File: src/rtl/alarm_sqw_pkg.sv
package alarm_sqw_pkg;

    typedef struct packed {
        logic       osc_stop;
        logic [1:0] unused;
        logic [1:0] rate;
        logic       route_sep;
        logic       en2;
        logic       en1;
    } ctrl_t;

    typedef enum logic [1:0] {
        RATE_SLOW = 2'b00,
        RATE_MID  = 2'b01,
        RATE_FAST = 2'b10,
        RATE_FULL = 2'b11
    } rate_e;

    localparam logic [7:0] CTRL_RESET = 8'h1C;
    localparam logic [7:0] CTRL_WMASK = 8'h9F;

endpackage

File: src/rtl/asc_ctrl_reg.sv
module asc_ctrl_reg
    import alarm_sqw_pkg::*;
(
    input  logic       clk,
    input  logic       rst_n,
    input  logic       wr_en,
    input  logic [7:0] wr_data,
    output ctrl_t      ctrl
);
    typedef struct packed {
        ctrl_t ctrl;
    } st_t;

    st_t st_d, st_q;

    always_comb begin
        st_d = st_q;
        if (wr_en) begin
            st_d.ctrl = ctrl_t'(wr_data & CTRL_WMASK);
        end
    end

    always_ff @(posedge clk or negedge rst_n) begin
        if (!rst_n) st_q <= st_t'(CTRL_RESET);
        else        st_q <= st_d;
    end

    assign ctrl = st_q.ctrl;

    // a write lands masked on the next edge
    assert_write_store_R2: assert property (@(posedge clk) disable iff (!rst_n)
        wr_en |=> (8'(ctrl) == ($past(wr_data) & CTRL_WMASK)));

    // without a write the register holds
    assert_write_hold_R2: assert property (@(posedge clk) disable iff (!rst_n)
        !wr_en |=> $stable(ctrl));
endmodule

File: src/rtl/asc_divider.sv
module asc_divider
    import alarm_sqw_pkg::*;
#(
    parameter int TICK_HZ = 32768,
    parameter int SLOW_HZ = 1,
    parameter int MID_HZ  = 4096,
    parameter int FAST_HZ = 8192
) (
    input  logic       clk,
    input  logic       rst_n,
    input  logic       tick,
    input  logic       run,
    input  logic [1:0] rate,
    output logic       wave
);
    localparam int CNT_W    = $clog2(TICK_HZ / SLOW_HZ);
    localparam int SLOW_BIT = CNT_W - 1;
    localparam int MID_BIT  = $clog2(TICK_HZ / MID_HZ) - 1;
    localparam int FAST_BIT = $clog2(TICK_HZ / FAST_HZ) - 1;

    typedef struct packed {
        logic [CNT_W-1:0] cnt;
        logic             wave;
    } st_t;

    st_t st_d, st_q;

    always_comb begin
        st_d = st_q;
        if (run) begin
            if (tick) st_d.cnt = st_q.cnt + 1'b1;
            case (rate_e'(rate))
                RATE_SLOW: st_d.wave = st_d.cnt[SLOW_BIT];
                RATE_MID:  st_d.wave = st_d.cnt[MID_BIT];
                RATE_FAST: st_d.wave = st_d.cnt[FAST_BIT];
                default:   st_d.wave = tick;
            endcase
        end
    end

    always_ff @(posedge clk or negedge rst_n) begin
        if (!rst_n) st_q <= '0;
        else        st_q <= st_d;
    end

    assign wave = st_q.wave;

    // stopped oscillator freezes counter and wave
    assert_freeze_cnt_R9: assert property (@(posedge clk) disable iff (!rst_n)
        !run |=> $stable(st_q.cnt));
    assert_freeze_wave_R9: assert property (@(posedge clk) disable iff (!rst_n)
        !run |=> $stable(wave));

    // each counted tick advances the counter by one
    assert_tick_count_R7: assert property (@(posedge clk) disable iff (!rst_n)
        (run && tick) |=> (st_q.cnt == $past(st_q.cnt) + 1'b1));
endmodule

File: src/rtl/asc_pin_router.sv
module asc_pin_router
    import alarm_sqw_pkg::*;
(
    input  logic  clk,
    input  logic  rst_n,
    input  ctrl_t ctrl,
    input  logic  alarm1,
    input  logic  alarm2,
    input  logic  wave,
    output logic  int_a_n,
    output logic  pin_b_n
);
    typedef struct packed {
        logic a_n;
        logic b_n;
    } st_t;

    st_t  st_d, st_q;
    logic hit1, hit2;

    always_comb begin
        hit1 = alarm1 & ctrl.en1;
        hit2 = alarm2 & ctrl.en2;
        st_d = st_q;
        if (ctrl.route_sep) begin
            st_d.a_n = ~hit1;
            st_d.b_n = ~hit2;
        end else begin
            st_d.a_n = ~(hit1 | hit2);
            st_d.b_n = wave;
        end
    end

    always_ff @(posedge clk or negedge rst_n) begin
        if (!rst_n) st_q <= '1;
        else        st_q <= st_d;
    end

    assign int_a_n = st_q.a_n;
    assign pin_b_n = st_q.b_n;

    // separate routing and no alarm 2 keeps pin B high
    assert_b_idle_R5: assert property (@(posedge clk) disable iff (!rst_n)
        (ctrl.route_sep && !alarm2) |=> pin_b_n);

    // merged routing passes the wave to pin B
    assert_b_wave_R6: assert property (@(posedge clk) disable iff (!rst_n)
        !ctrl.route_sep |=> (pin_b_n == $past(wave)));

    // with both enables clear interrupt A never asserts
    assert_a_masked_R4: assert property (@(posedge clk) disable iff (!rst_n)
        (!ctrl.en1 && !ctrl.en2) |=> int_a_n);

    // separate routing ignores alarm 2 on pin A
    assert_a_sep_R4: assert property (@(posedge clk) disable iff (!rst_n)
        (ctrl.route_sep && !alarm1) |=> int_a_n);
endmodule

File: src/rtl/alarm_sqw_ctrl.sv
module alarm_sqw_ctrl
    import alarm_sqw_pkg::*;
#(
    parameter int TICK_HZ = 32768,
    parameter int SLOW_HZ = 1,
    parameter int MID_HZ  = 4096,
    parameter int FAST_HZ = 8192
) (
    input  logic       clk,
    input  logic       rst_n,
    input  logic       wr_en,
    input  logic [7:0] wr_data,
    input  logic       tick_32k,
    input  logic       alarm1_flag,
    input  logic       alarm2_flag,
    output logic [7:0] ctrl_rdata,
    output logic       osc_en,
    output logic       int_a_n,
    output logic       sqw_int_b_n
);
    ctrl_t ctrl;
    logic  wave;

    asc_ctrl_reg u_reg (
        .clk     (clk),
        .rst_n   (rst_n),
        .wr_en   (wr_en),
        .wr_data (wr_data),
        .ctrl    (ctrl)
    );

    asc_divider #(
        .TICK_HZ (TICK_HZ),
        .SLOW_HZ (SLOW_HZ),
        .MID_HZ  (MID_HZ),
        .FAST_HZ (FAST_HZ)
    ) u_div (
        .clk   (clk),
        .rst_n (rst_n),
        .tick  (tick_32k),
        .run   (~ctrl.osc_stop),
        .rate  (ctrl.rate),
        .wave  (wave)
    );

    asc_pin_router u_route (
        .clk     (clk),
        .rst_n   (rst_n),
        .ctrl    (ctrl),
        .alarm1  (alarm1_flag),
        .alarm2  (alarm2_flag),
        .wave    (wave),
        .int_a_n (int_a_n),
        .pin_b_n (sqw_int_b_n)
    );

    assign ctrl_rdata = 8'(ctrl);
    assign osc_en     = ~ctrl.osc_stop;
endmodule

File: config.mk
export PLATFORM = sky130hd
export DESIGN_NAME = alarm_sqw_ctrl
export DESIGN_NICKNAME = d
export VERILOG_FILES = /design/src/rtl/alarm_sqw_pkg.sv /design/src/rtl/asc_ctrl_reg.sv /design/src/rtl/asc_divider.sv /design/src/rtl/asc_pin_router.sv /design/src/rtl/alarm_sqw_ctrl.sv
export SDC_FILE = /design/constraint.sdc
export NUM_CORES = 1
export LEC_CHECK = 0
export CAP_MARGIN = 20
export CORE_AREA = 2 2 49 60
export DETAILED_ROUTE_END_ITERATION = 16
export DIE_AREA = 0 0 51 62
export DONT_BUFFER_PORTS = 1
export GPL_TIMING_DRIVEN = 0
export PLACE_DENSITY = 0.6
export REMOVE_ABC_BUFFERS = 1
export SKIP_CTS_REPAIR_TIMING = 1
export SLEW_MARGIN = 25
export SYNTH_ARGS = -nofsm -noshare
export SYNTH_HDL_FRONTEND = slang
export SYNTH_SLANG_ARGS = --single-unit
File: constraint.sdc
create_clock -name clk -period 2.03 [get_ports clk]
set_clock_uncertainty 0.15 [all_clocks]
set_input_delay 0.3045 -clock clk [delete_from_list [all_inputs] [get_ports clk]]
set_output_delay 0.3045 -clock clk [all_outputs]
set_load 0.005 [all_outputs]
==> results of run 1 <==
## through the flow
step           total power (uW)  cells  hold slack (ns)
2_1_floorplan               833     92           -0.141
3_3_place_gp                872    126           -0.140
3_5_place_dp                877    126           -0.140
4_1_cts                    1220    130           -0.503
5_1_grt                    1320    142            0.158
6_report                   1240    142            0.157
## per-layer routing
layer	track usage (%)	routed length, um
met5	0	0
met4	6.95	15
met3	5.02	108
met2	22.3	1020
met1	16.8	769
## worst reg2reg max path, stage by stage, from the launching register on
cell and delay (ns):
dfrtp_1 0.40, ha_1 0.21, nand4_2 0.16, nor4_4 0.28, mux2i_1 0.21, o21ai_0 0.11
## cells by family (layout without fill, tap and decap cells)
kind of cell	Yosys count	after routing	share of synthesized area, %
other	1	2	0.333
buffers and inverters	4	17	2.00
flip-flops	24	24	53.9
AO/OA/AOI/OAI	7	7	4.22
adder cells (fa/ha/maj)	1	1	1.11
multiplexers	7	7	6.89
AND/OR/NAND/NOR	35	35	19.9
XOR/XNOR	15	15	11.7
## final cells by class
| class | instances | area (sq um) |
|---|---|---|
| Clock buffer | 3 | 22.5 |
| Fill cell | 243 | 1320 |
| Multi-Input combinational cell | 67 | 500 |
| Timing Repair Buffer | 12 | 130 |
| Sequential cell | 24 | 607 |
| Inverter | 1 | 3.75 |
| Tap cell | 34 | 42.5 |
| Clock inverter | 1 | 30.0 |
## worst paths after layout
path                                     from              to
worst max-delay path            u_div.st_q[2]      u_div.wave
worst min-delay path                 tick_32k  u_div.st_q[15]
worst max register to register  u_div.st_q[2]      u_div.wave
worst min register to register  u_div.st_q[1]   u_div.st_q[1]
max in group asynchronous               rst_n   u_reg.ctrl[3]
min in group asynchronous               rst_n  u_div.st_q[13]
## synthesized netlist by cell type, drive strengths merged, types with 2 or more instances
library cell	instances	area share, %
xor2	5	3.9
dfstp	5	12
buf	2	1.3
nand2	10	3.3
nor4	2	2.4
nor2	6	2.2
o21ai	2	0.89
mux2	6	6.0
dfrtp	19	42
nor2b	3	1.7
xnor2	10	7.8
and3	2	1.1
nand4	7	5.6
and2	2	1.1
## power breakdown
part           total [uW]  internal (uW)  leakage [uW]  switching (uW)
clock                 342            200     0.0000279             143
sequential            671            575      0.000299            95.7
combinational         230            134      0.000272            95.8
## registers in the layout, summed over array words and instances (netlist names)
name,count
u_div.st_q,15
u_route.pin_b_n,1
u_div.wave,1
u_route.int_a_n,1
u_reg.ctrl,6
==> run summary, run 1 <==
clock slew at reported path FFs: 0.14 ns
Clock Path Buffers: 2
# H-tree levels: 1
final net count: 124
Critical-path top delay cell: dfrtp_1
I/O pin cnt: 25
WP depth: 5
Avg WL per Cell: 13.5 um
Crit Path Max Fanout: 4
Overflow after GRT: 0
CP Launch Type: flip-flop
vias in the first global route: 697
R2R Setup Slk: 0.41 ns
root buf cell: clkbuf_4
antenna violations before repair: 0
min Tclk post-route: 1.62 ns
residual DRC count: 0
Crit path required time: 2.09 ns
Peak VDD IR: 0.605 mV
vias: 752
final setup margin: 0.414 ns
Final Hold Fails: 0
Antenna Nets Post-Route: 0
FF-to-FF path depth: 5
worst skew pair latency: 0.31 ns
Synth Flop Type: dfrtp_1
final WL: 1920 um
synth-to-layout area growth: 18.7%
number of CTS-inserted buffers: 3
port bufs: 0
Tcrit/Tclk final: 79.6%
yosys warns: 0
Yosys cell types: 30
unrepaired setup endpoints after global routing: false
DIE AREA: 3160 sq um
first-pass GRT wire length: 3220 um
pin count of the biggest net entering global routing: 25
post-route setup TNS: 0 ns
Core Util, Final: 50.4%
die width: 51 um
status: complete, no violations
synthesis-stage register bit count: 24
die height: 62 um
Leakage: 0.000599 uW
CP bufs+invs: 0
Routability Congestion: 0.711
worst hold stages: 4
sequential share of the synthesized area: 53.9%
diode count: 0
max cap viols: 0
Synth Area per Inst: 12.0 sq um
CP peak stage delay: 0.40 ns
crit-path cells: ha_1 > nand4_2 > nor4_4 > mux2i_1 > o21ai_0
CP Capture Type: flip-flop
delay-heaviest family, CP: simple AND/OR/NAND/NOR gates
gr usage total: 13.9%
row count: 21
PD cells: 930 nW/um^2
Design Area, Final: 1340 sq um
Crit Path Class: reg2reg
CTS tree: done
CP arrival: 1.67 ns
pre-CTS WS: 0.424 ns
Starting Density: 42.4%
post-synthesis cell count: 94
clock sinks: 24
setup violators final: 0
Placed Area: 1150 sq um
Vias/cell: 5.30
most frequent cells in the layout: dfrtp_1, dlygate4sd3_1, nand2_1, xnor2_1, mux2_2
Iter 0 DRT Violations: 13
leading cell type in the layout, fill and taps excluded: dfrtp_1
Hold Path Class: in2reg
FMAX: 619 MHz
drt pass-1 iters: 5
core area: 2650 sq um
fin. max-slew vios: 0
number of synthesized flops with an enable pin: 0
layout cell share with drive strength beyond 1: 20.4%
Syn Std Cell Area: 1130 sq um
asr flop ratio synth: 100%
Power figures use the tool's default switching activity.
==> inputs of run 2 (changes only) <==
- PLACE_DENSITY: 0.6 -> 0.62
- clock period: 2.03 -> 1.3 ns (I/O delays scaled with it)
==> run summary, run 2 (synthesized netlist as in run 1, its figures left out) <==
final net count: 128
Tcrit/Tclk final: 117%
worst skew pair latency: 0.31 ns
residual DRC count: 0
pre-CTS WS: -0.328 ns
core area: 2650 sq um
setup violators final: 14
FF-to-FF Start: u_div.st_q[2]
WP depth: 5
FF-to-FF path depth: 5
PD cells: 1370 nW/um^2
vias in the first global route: 726
port bufs: 0
leading cell type in the layout, fill and taps excluded: dfrtp_1
CP arrival: 1.57 ns
crit-path cells: buf_4 > nor2b_1 > a211o_1 > a221oi_2 > o21ai_1
Leakage: 0.000621 uW
gr usage total: 13.9%
Detailed Place HPWL: 1310 um
diode count: 0
failing checks: setup timing
Clock Path Buffers: 2
Crit Path Max Fanout: 3
CP bufs+invs: 1
die height: 62 um
Vias/cell: 5.23
synth-to-layout area growth: 25.2%
Reg power frac: 56.2%
vias: 764
Hold Path Class: in2reg
unrepaired setup endpoints after global routing: true
sw frac: 29.9%
Design Area, Final: 1410 sq um
Critical-path top delay cell: dfrtp_1
Placed Area: 1150 sq um
delay-heaviest family, CP: compound AO/OA/AOI/OAI gates
Biggest register: u_div.st_q
Iter 0 DRT Violations: 6
Crit path required time: 1.35 ns
final WL: 1990 um
drt pass-1 iters: 2
root buf cell: clkbuf_4
I/O pin cnt: 25
critical path startpoint: u_div.st_q[2]
first-pass GRT wire length: 3220 um
pin count of the biggest net entering global routing: 25
fin. max-slew vios: 0
Hold Path Origin: tick_32k
final setup margin: -0.217 ns
CTS tree: done
clock sinks: 24
Starting Density: 42.4%
R2R Setup Slk: -0.22 ns
CP Capture Type: flip-flop
terminus of the critical flop-to-flop path: u_div.wave
Crit Path Class: reg2reg
DIE AREA: 3160 sq um
Final Hold Fails: 0
CP Launch Type: flip-flop
max cap viols: 0
CP peak stage delay: 0.43 ns
die width: 51 um
Avg WL per Cell: 13.6 um
layout cell share with drive strength beyond 1: 33.9%
FMAX: 659 MHz
antenna violations before repair: 0
max reg flops: 15
clock slew at reported path FFs: 0.13 ns
min Tclk post-route: 1.52 ns
number of CTS-inserted buffers: 3
row count: 21
Antenna Nets Post-Route: 0
Int Pwr: 1350 uW
Routability Congestion: 0.740
Comb power frac: 23.7%
Psw: 575 uW
Clk pwr share: 20.1%
# H-tree levels: 1
Setup crit end: u_div.wave
status: complete, but fails checks
Peak VDD IR: 0.868 mV
most frequent cells in the layout: dfrtp_1, xnor2_1, dlygate4sd3_1
Overflow after GRT: 0
-- run 2: worst min-delay path, stage by stage --
cell	delay, ns
nand4_4	0.10
nor2_4	0.06
nand2_2	0.06
xnor2_1	0.05
-- run 2: how the worst min path moves through the flow --
stage | slack, ns | cells after the start | end
after floorplan | -0.25 | 0 | u_div.st_q[10]
after global placement | -0.25 | 0 | u_div.st_q[12]
after detailed placement | -0.25 | 0 | u_div.st_q[10]
after CTS | -0.61 | 0 | u_div.st_q[12]
after global routing | 0.02 | 4 | u_div.st_q[15]
final | 0.03 | 4 | u_div.st_q[9]
-- run 2: routing by layer --
layer | up-vias | track usage, % | wire length, um
met2 | 16 | 23.0 | 1090
met5 | - | 0 | 0
li1 | 366 | - | -
met1 | 380 | 16.4 | 800
met4 | 0 | 8.11 | 21
met3 | 2 | 4.07 | 83
-- run 2: metrics by stage --
step | hold slack, ns | setup TNS [ns] | std cells | total power, uW | util, %
final | 0.0335 | -1.96 | 146 | 1930 | 53.1
after global routing | 0.0234 | -3.03 | 146 | 2090 | 53.1
after CTS | -0.606 | -2.96 | 130 | 1770 | 44.8
after detailed placement | -0.250 | -2.56 | 126 | 1380 | 43.5
after global placement | -0.250 | -2.35 | 126 | 1360 | 43.5
after floorplan | -0.251 | -0.951 | 92 | 1300 | -
-- run 2: area by class of cell --
cell class | instances | area (sq um)
multi-input combinational | 67 | 556
clock buffer | 4 | 36.3
timing repair buffer | 16 | 161
inverter | 1 | 3.75
sequential | 24 | 611
tap | 34 | 42.5
fill | 240 | 1240
-- run 2: power by group through the flow --
stage               clock network (uW)  registers (uW)  logic, uW
detailed placement                   0            1070        308
global placement                     0            1060        302
finish                             387            1080        456
global route                       439            1120        530
CTS                                408            1050        309
floorplan                            0            1030        268
